--- config.mk ---
export PLATFORM = sky130hd
export DESIGN_NAME = useq_next_addr
export DESIGN_NICKNAME = d
export VERILOG_FILES = /design/src/rtl/useq_next_addr.sv
export SDC_FILE = /design/constraint.sdc
export NUM_CORES = 1
export LEC_CHECK = 0
export ABC_AREA = 1
export BUFFER_PORTS_ARGS = -buffer_cell sky130_fd_sc_hd__buf_2
export CORE_MARGIN = 2
export CORE_UTILIZATION = 50
export CTS_CLUSTER_SIZE = 10
export DETAILED_ROUTE_END_ITERATION = 6
export GPL_TIMING_DRIVEN = 0
export PLACE_DENSITY = 0.95
export SETUP_SLACK_MARGIN = 0.02
export SKIP_LAST_GASP = 1
export SLEW_MARGIN = 20
export SYNTH_ARGS = -nofsm -noshare
export SYNTH_HDL_FRONTEND = slang
export SYNTH_SLANG_ARGS = --single-unit
--- constraint.sdc ---
create_clock -name clk -period 2.6 [get_ports clk]
set_input_delay 0.26 -clock clk [delete_from_list [all_inputs] [get_ports clk]]
set_output_delay 0.26 -clock clk [all_outputs]
set_load 0.03 [all_outputs]
--- src/rtl/useq_next_addr.sv ---
module useq_next_addr #(
  parameter int AW = 12,
  parameter int DW = 8,
  parameter int NC = 4
) (
  input  logic                   clk,
  input  logic                   rst_n,
  input  logic                   stall,
  input  logic [AW-1:0]          nxt_field,
  input  logic [1:0]             seq_code,
  input  logic                   reuse,
  input  logic [$clog2(NC)-1:0]  cond_sel,
  input  logic [NC-1:0]          cond_in,
  input  logic [DW-1:0]          disp_byte,
  output logic [AW-1:0]          uaddr
);
  localparam int PW = AW - DW;

  logic [AW-1:0] inc_addr, nxt_addr;
  logic          cond_hit;

  assign inc_addr = uaddr + AW'(1);
  assign cond_hit = cond_in[cond_sel];

  always_comb begin
    if (reuse) nxt_addr = inc_addr;
    else begin
      case (seq_code)
        2'b00:   nxt_addr = nxt_field;
        2'b01:   nxt_addr = inc_addr;
        2'b10:   nxt_addr = cond_hit ? nxt_field : inc_addr;
        default: nxt_addr = {nxt_field[AW-1 -: PW], disp_byte};
      endcase
    end
  end

  always_ff @(posedge clk) begin
    if (!rst_n)      uaddr <= '0;
    else if (!stall) uaddr <= nxt_addr;
  end

  p_reset_zero_r1: assert property (@(posedge clk) !rst_n |=> uaddr == '0);
  p_jump_r2: assert property (@(posedge clk) disable iff (!rst_n)
    (!stall && !reuse && seq_code == 2'b00) |=> uaddr == $past(nxt_field));
  p_incr_r3: assert property (@(posedge clk) disable iff (!rst_n)
    (!stall && seq_code == 2'b01) |=> uaddr == $past(uaddr) + AW'(1));
  p_dispatch_r5: assert property (@(posedge clk) disable iff (!rst_n)
    (!stall && !reuse && seq_code == 2'b11) |=>
      uaddr == {$past(nxt_field[AW-1 -: PW]), $past(disp_byte)});
  p_reuse_r6: assert property (@(posedge clk) disable iff (!rst_n)
    (!stall && reuse) |=> uaddr == $past(uaddr) + AW'(1));
  p_stall_r7: assert property (@(posedge clk) disable iff (!rst_n)
    stall |=> $stable(uaddr));
endmodule

## Word level (Yosys, flattened, before mapping)

Index checks and enable logic that the tools add are counted.

- Register bits: 12
- Input port bits: 32
- Output and inout bits: 12
- Word-level logic and storage cells: 11

- Muxes and demuxes: 5
- Reduce and logical (&&, ||, !) cells: 1
- $add $sub $neg: 1
- Eq/ne operators: 2
- Magnitude comparators: 1

Operators with widths:

| operator | count |
|---|---|
| $pmux W12 S3 | 1 |
| $mux W12 | 2 |
| $add A12 B1 Y12 const B | 1 |
| $lt A2 B3 Y1 const B | 1 |
| $bmux W1 S2 | 1 |
| $eq A2 B1 Y1 const B | 1 |
| $eq A2 B2 Y1 const B | 1 |
| $logic_not A2 Y1 | 1 |
| $mux W1 | 1 |

## Logic depth before layout (Yosys ltp)

- Depth in word-level cells: 5
- Mapped depth: 12
- Gate-level depth less buffers: 12

## Worst setup path before layout

No wires, ideal clock.

- Path kind: reg2reg
- Start: register uaddr[0]
- End: register uaddr[10]
- Path slack: 1.041 ns
- Clock period less this slack: 1.559 ns
- Required time: 2.478 ns
- Path buffers: 0
- Arrival: 1.437 ns
- Setup time: 0.122 ns
- Stages on the path, launching flop included: 9
- Cells stage by stage: dfxtp_1 > ha_1 > nand2_1 > nor2_1 > nand4_1 > o21ai_0 > nand3_1 > nand2_1 > a21oi_2

- Cells in the longest elaborated chain, start to end: 4

RTL lines:

| element | line | source |
|---|---|---|
| from (decl) | 15 | `output logic [AW-1:0] uaddr` |
| from (signal assigned) | 39 | `else if (!stall) uaddr <= nxt_addr;` |
| $add A12 B1 Y12 (*) | 22 | `assign inc_addr = uaddr + AW'(1);` |
| $mux W12 | 31 | `2'b10: nxt_addr = cond_hit ? nxt_field : inc_addr;` |
| $pmux W12 S3 | 28 | `case (seq_code)` |
| $mux W12 (*) | 26 | `if (reuse) nxt_addr = inc_addr;` |

Mark *: on every way between the ends. The rest lies on a longest branch, timed or not.
A chain may end at the register's enable or synchronous reset.

## Worst setup path in the final report

Same ends and word-level chain as after synthesis.

==> flow_summary.ini <==
[status]
status = completed

[worst_setup_path]
path_common_cell = nand2_1
critPathBufInv = 0
critPathLaunchType = flop
path_delay_family = simple AND/OR/NAND/NOR gates
required_ns = 2.77
worstSetupEndpointType = flop
critical_path.max_stage_delay_ns = 0.40
critPathSlowestCell = dfxtp_1
critPathKind = flop to flop
worstPathCellList = ha_1 -> nand2_1 -> nor2_1 -> nand4_1 -> o21ai_0 -> nand3_1 -> nand2_1 -> a21oi_2
cp.arrival_ns = 1.65
crit_path_max_fanout = 5

[sta]
rsz0062_at_grt = false
setup_viol = 0
max_slew_margin = 0.840
finalCritPeriodShare = 0.570
fin_crit_ns = 1.48
worst_slew_pin_slew_ns = 0.238
maxSlewViolCount = 0
final.setup.tns_ns = 0
skew_ns = 0.00595
finalHoldViolCount = 0
fmax_mhz = 674
timing.hold.ws_ns = 0.270

[power]
p_seq_frac = 0.394
p_leak_nw = 0.763
pwr-share-comb = 0.329
internal_power_uw = 352
ir_drop_uv = 375
p_sw_uw = 195
fin_total_pwr_uw = 547
pwr-share-clk = 0.277
power_density_nw_per_um2 = 421
swShare = 0.356

[floorplan]
ios = 44
initial_core_util = 0.521
rows = 16
core_area_um2 = 1940
die_area_um2 = 2400
dieHeight_um = 49.0
die_w_um = 49.0

[cts]
clockRootBuffer = clkbuf_4
postCtsSetupBuffers = 0
cts_sinks = 12
cts_tree = built
cts_resized = 0
clockBufferDepth = 2
cts_hold_buf = 0
worstSkewPairLatency_ns = 0.27
clk_pin_slew_ns = 0.09
cts-htree-levels = 1
numCtsBuffers = 3

[drt]
vias_per_cell = 4.84
ant_nets = 0
first_pass_iters = 4
totalWireLength_um = 2410
drtIter0Drc = 51
wl_per_cell_um = 9.69
drc_errors = 0
vias = 1204

[placement]
gp_congestion = 0.883
place_area_um2 = 1260
place_inst = 245
dp_hpwl_um = 1930
port_buffers = 43

[final_layout]
regMostFlops = uaddr
syn_to_final_growth_pct = 28.2
n_antenna_cell = 0
final_nets = 256
final_design_area_no_fill_um2 = 1300
largest_reg_flops = 12
layout-drive-gt1-share = 0.275
top_regs = uaddr: 12 flops
final_cells = 249

[worst_hold_path]
hold_class = primary input to flop

[synthesis]
syn_area_per_cell_um2 = 5.78
yosys_warnings = 0
syn_inst = 175
ys_ff_latch = 12
syn-num-nets = 208
ys_types = 24
synth_area_um2 = 1010
yosysSeqAreaShare = 0.237

[global_route]
antenna_found_initial = 0
first_global_vias = 1061
grt.total_usage = 0.212
overflow = 0
grt_max_degree = 11
grt_pass1_wl_um = 4160

[flow_run]
drv_cap = 0
==> metrics by stage <==
stage | util | setup WS [ns]
after floorplan | - | 1.04
after global placement | 0.649 | 1.15
after detailed placement | 0.649 | 1.14
after CTS | 0.668 | 1.12
after global routing | 0.668 | 0.977
final | 0.668 | 1.12
==> logic make-up (layout without fill, tap and decap cells) <==
logic type,after synthesis,after routing,share of synthesized area
and+or+nand+nor,100,100,0.444
xor gates and xnor gates,4,4,0.0346
muxes,1,1,0.00989
buffers and inverters,32,79,0.129
AOI/OAI and AO/OA,25,25,0.133
DFF,12,12,0.237
adders and majority gates,1,1,0.0124
==> synthesized netlist by cell type (all sizes together) <==
cell type  number  share of area
inv            28           0.10
xor2            4          0.035
mux2i           1         0.0099
ha              1          0.012
a21oi          13          0.072
nand2          59           0.24
o21ai          11          0.054
nand4           2          0.012
buf             3          0.021
dfxtp          12           0.24
nand3b          1         0.0074
o21bai          1         0.0074
clkinv          1         0.0037
nand3          20          0.099
nor3            3          0.026
nor2           15          0.063
==> area by class of cell <==
| cell class | instances | area (um2) |
|---|---|---|
| fillers | 204 | 644 |
| multi-input cells | 131 | 642 |
| flip-flops and latches | 12 | 240 |
| repair buffers | 43 | 215 |
| inverters | 29 | 109 |
| clock buffers | 4 | 36.3 |
| well taps | 27 | 33.8 |
| plain buffers | 3 | 21.3 |
==> cells in the final DEF (no fill, tap or decap), types with 2 or more instances in the layout <==
cell and instances:
a21oi_2 2, nand2_2 4, clkbuf_4 3, o21ai_0 10
nor2_1 14, a21oi_1 11, xor2_1 4, buf_2 45
nor3_1 2, nand4_1 2, dfxtp_1 12, nand3_1 20
inv_1 26, nand2_1 54, inv_2 2
==> per-layer routing <==
layer | global-route usage | wire [um] | up-vias | share of wire
met3 | 0.0245 | 142 | 6 | 0.059
met1 | 0.254 | 1090 | 512 | 0.45
met4 | 0.0524 | 27 | 0 | 0.011
met5 | 0 | 0 | - | 0
li1 | - | - | 647 | -
met2 | 0.400 | 1160 | 39 | 0.48
==> worst paths after layout <==
check	depth (start not counted)	start	slack, ns	to
setup reg to reg	8	uaddr[0]$_SDFFE_PN0N_	1.12	uaddr[10]$_SDFFE_PN0N_
hold reg to reg	2	uaddr[11]$_SDFFE_PN0N_	0.57	uaddr[11]$_SDFFE_PN0N_
hold / removal	3	nxt_field[9]	0.27	uaddr[9]$_SDFFE_PN0N_
setup / recovery	8	uaddr[0]$_SDFFE_PN0N_	1.12	uaddr[10]$_SDFFE_PN0N_
==> power groups by stage <==
stage                     logic [mW]  registers, mW  clock network, mW
after floorplan               0.0949          0.245                  0
after global placement         0.178          0.219                  0
after detailed placement       0.180          0.220                  0
after CTS                      0.181          0.215              0.155
after global routing           0.202          0.218              0.164
final                          0.180          0.215              0.152
==> worst reg2reg max path, cell delays in order, from the launching register on <==
cell	delay [ns]
dfxtp_1	0.40
ha_1	0.19
nand2_1	0.11
nor2_1	0.11
nand4_1	0.16
o21ai_0	0.19
nand3_1	0.09
nand2_1	0.08
a21oi_2	0.05
Note: power is estimated with default switching activity, not from simulation.
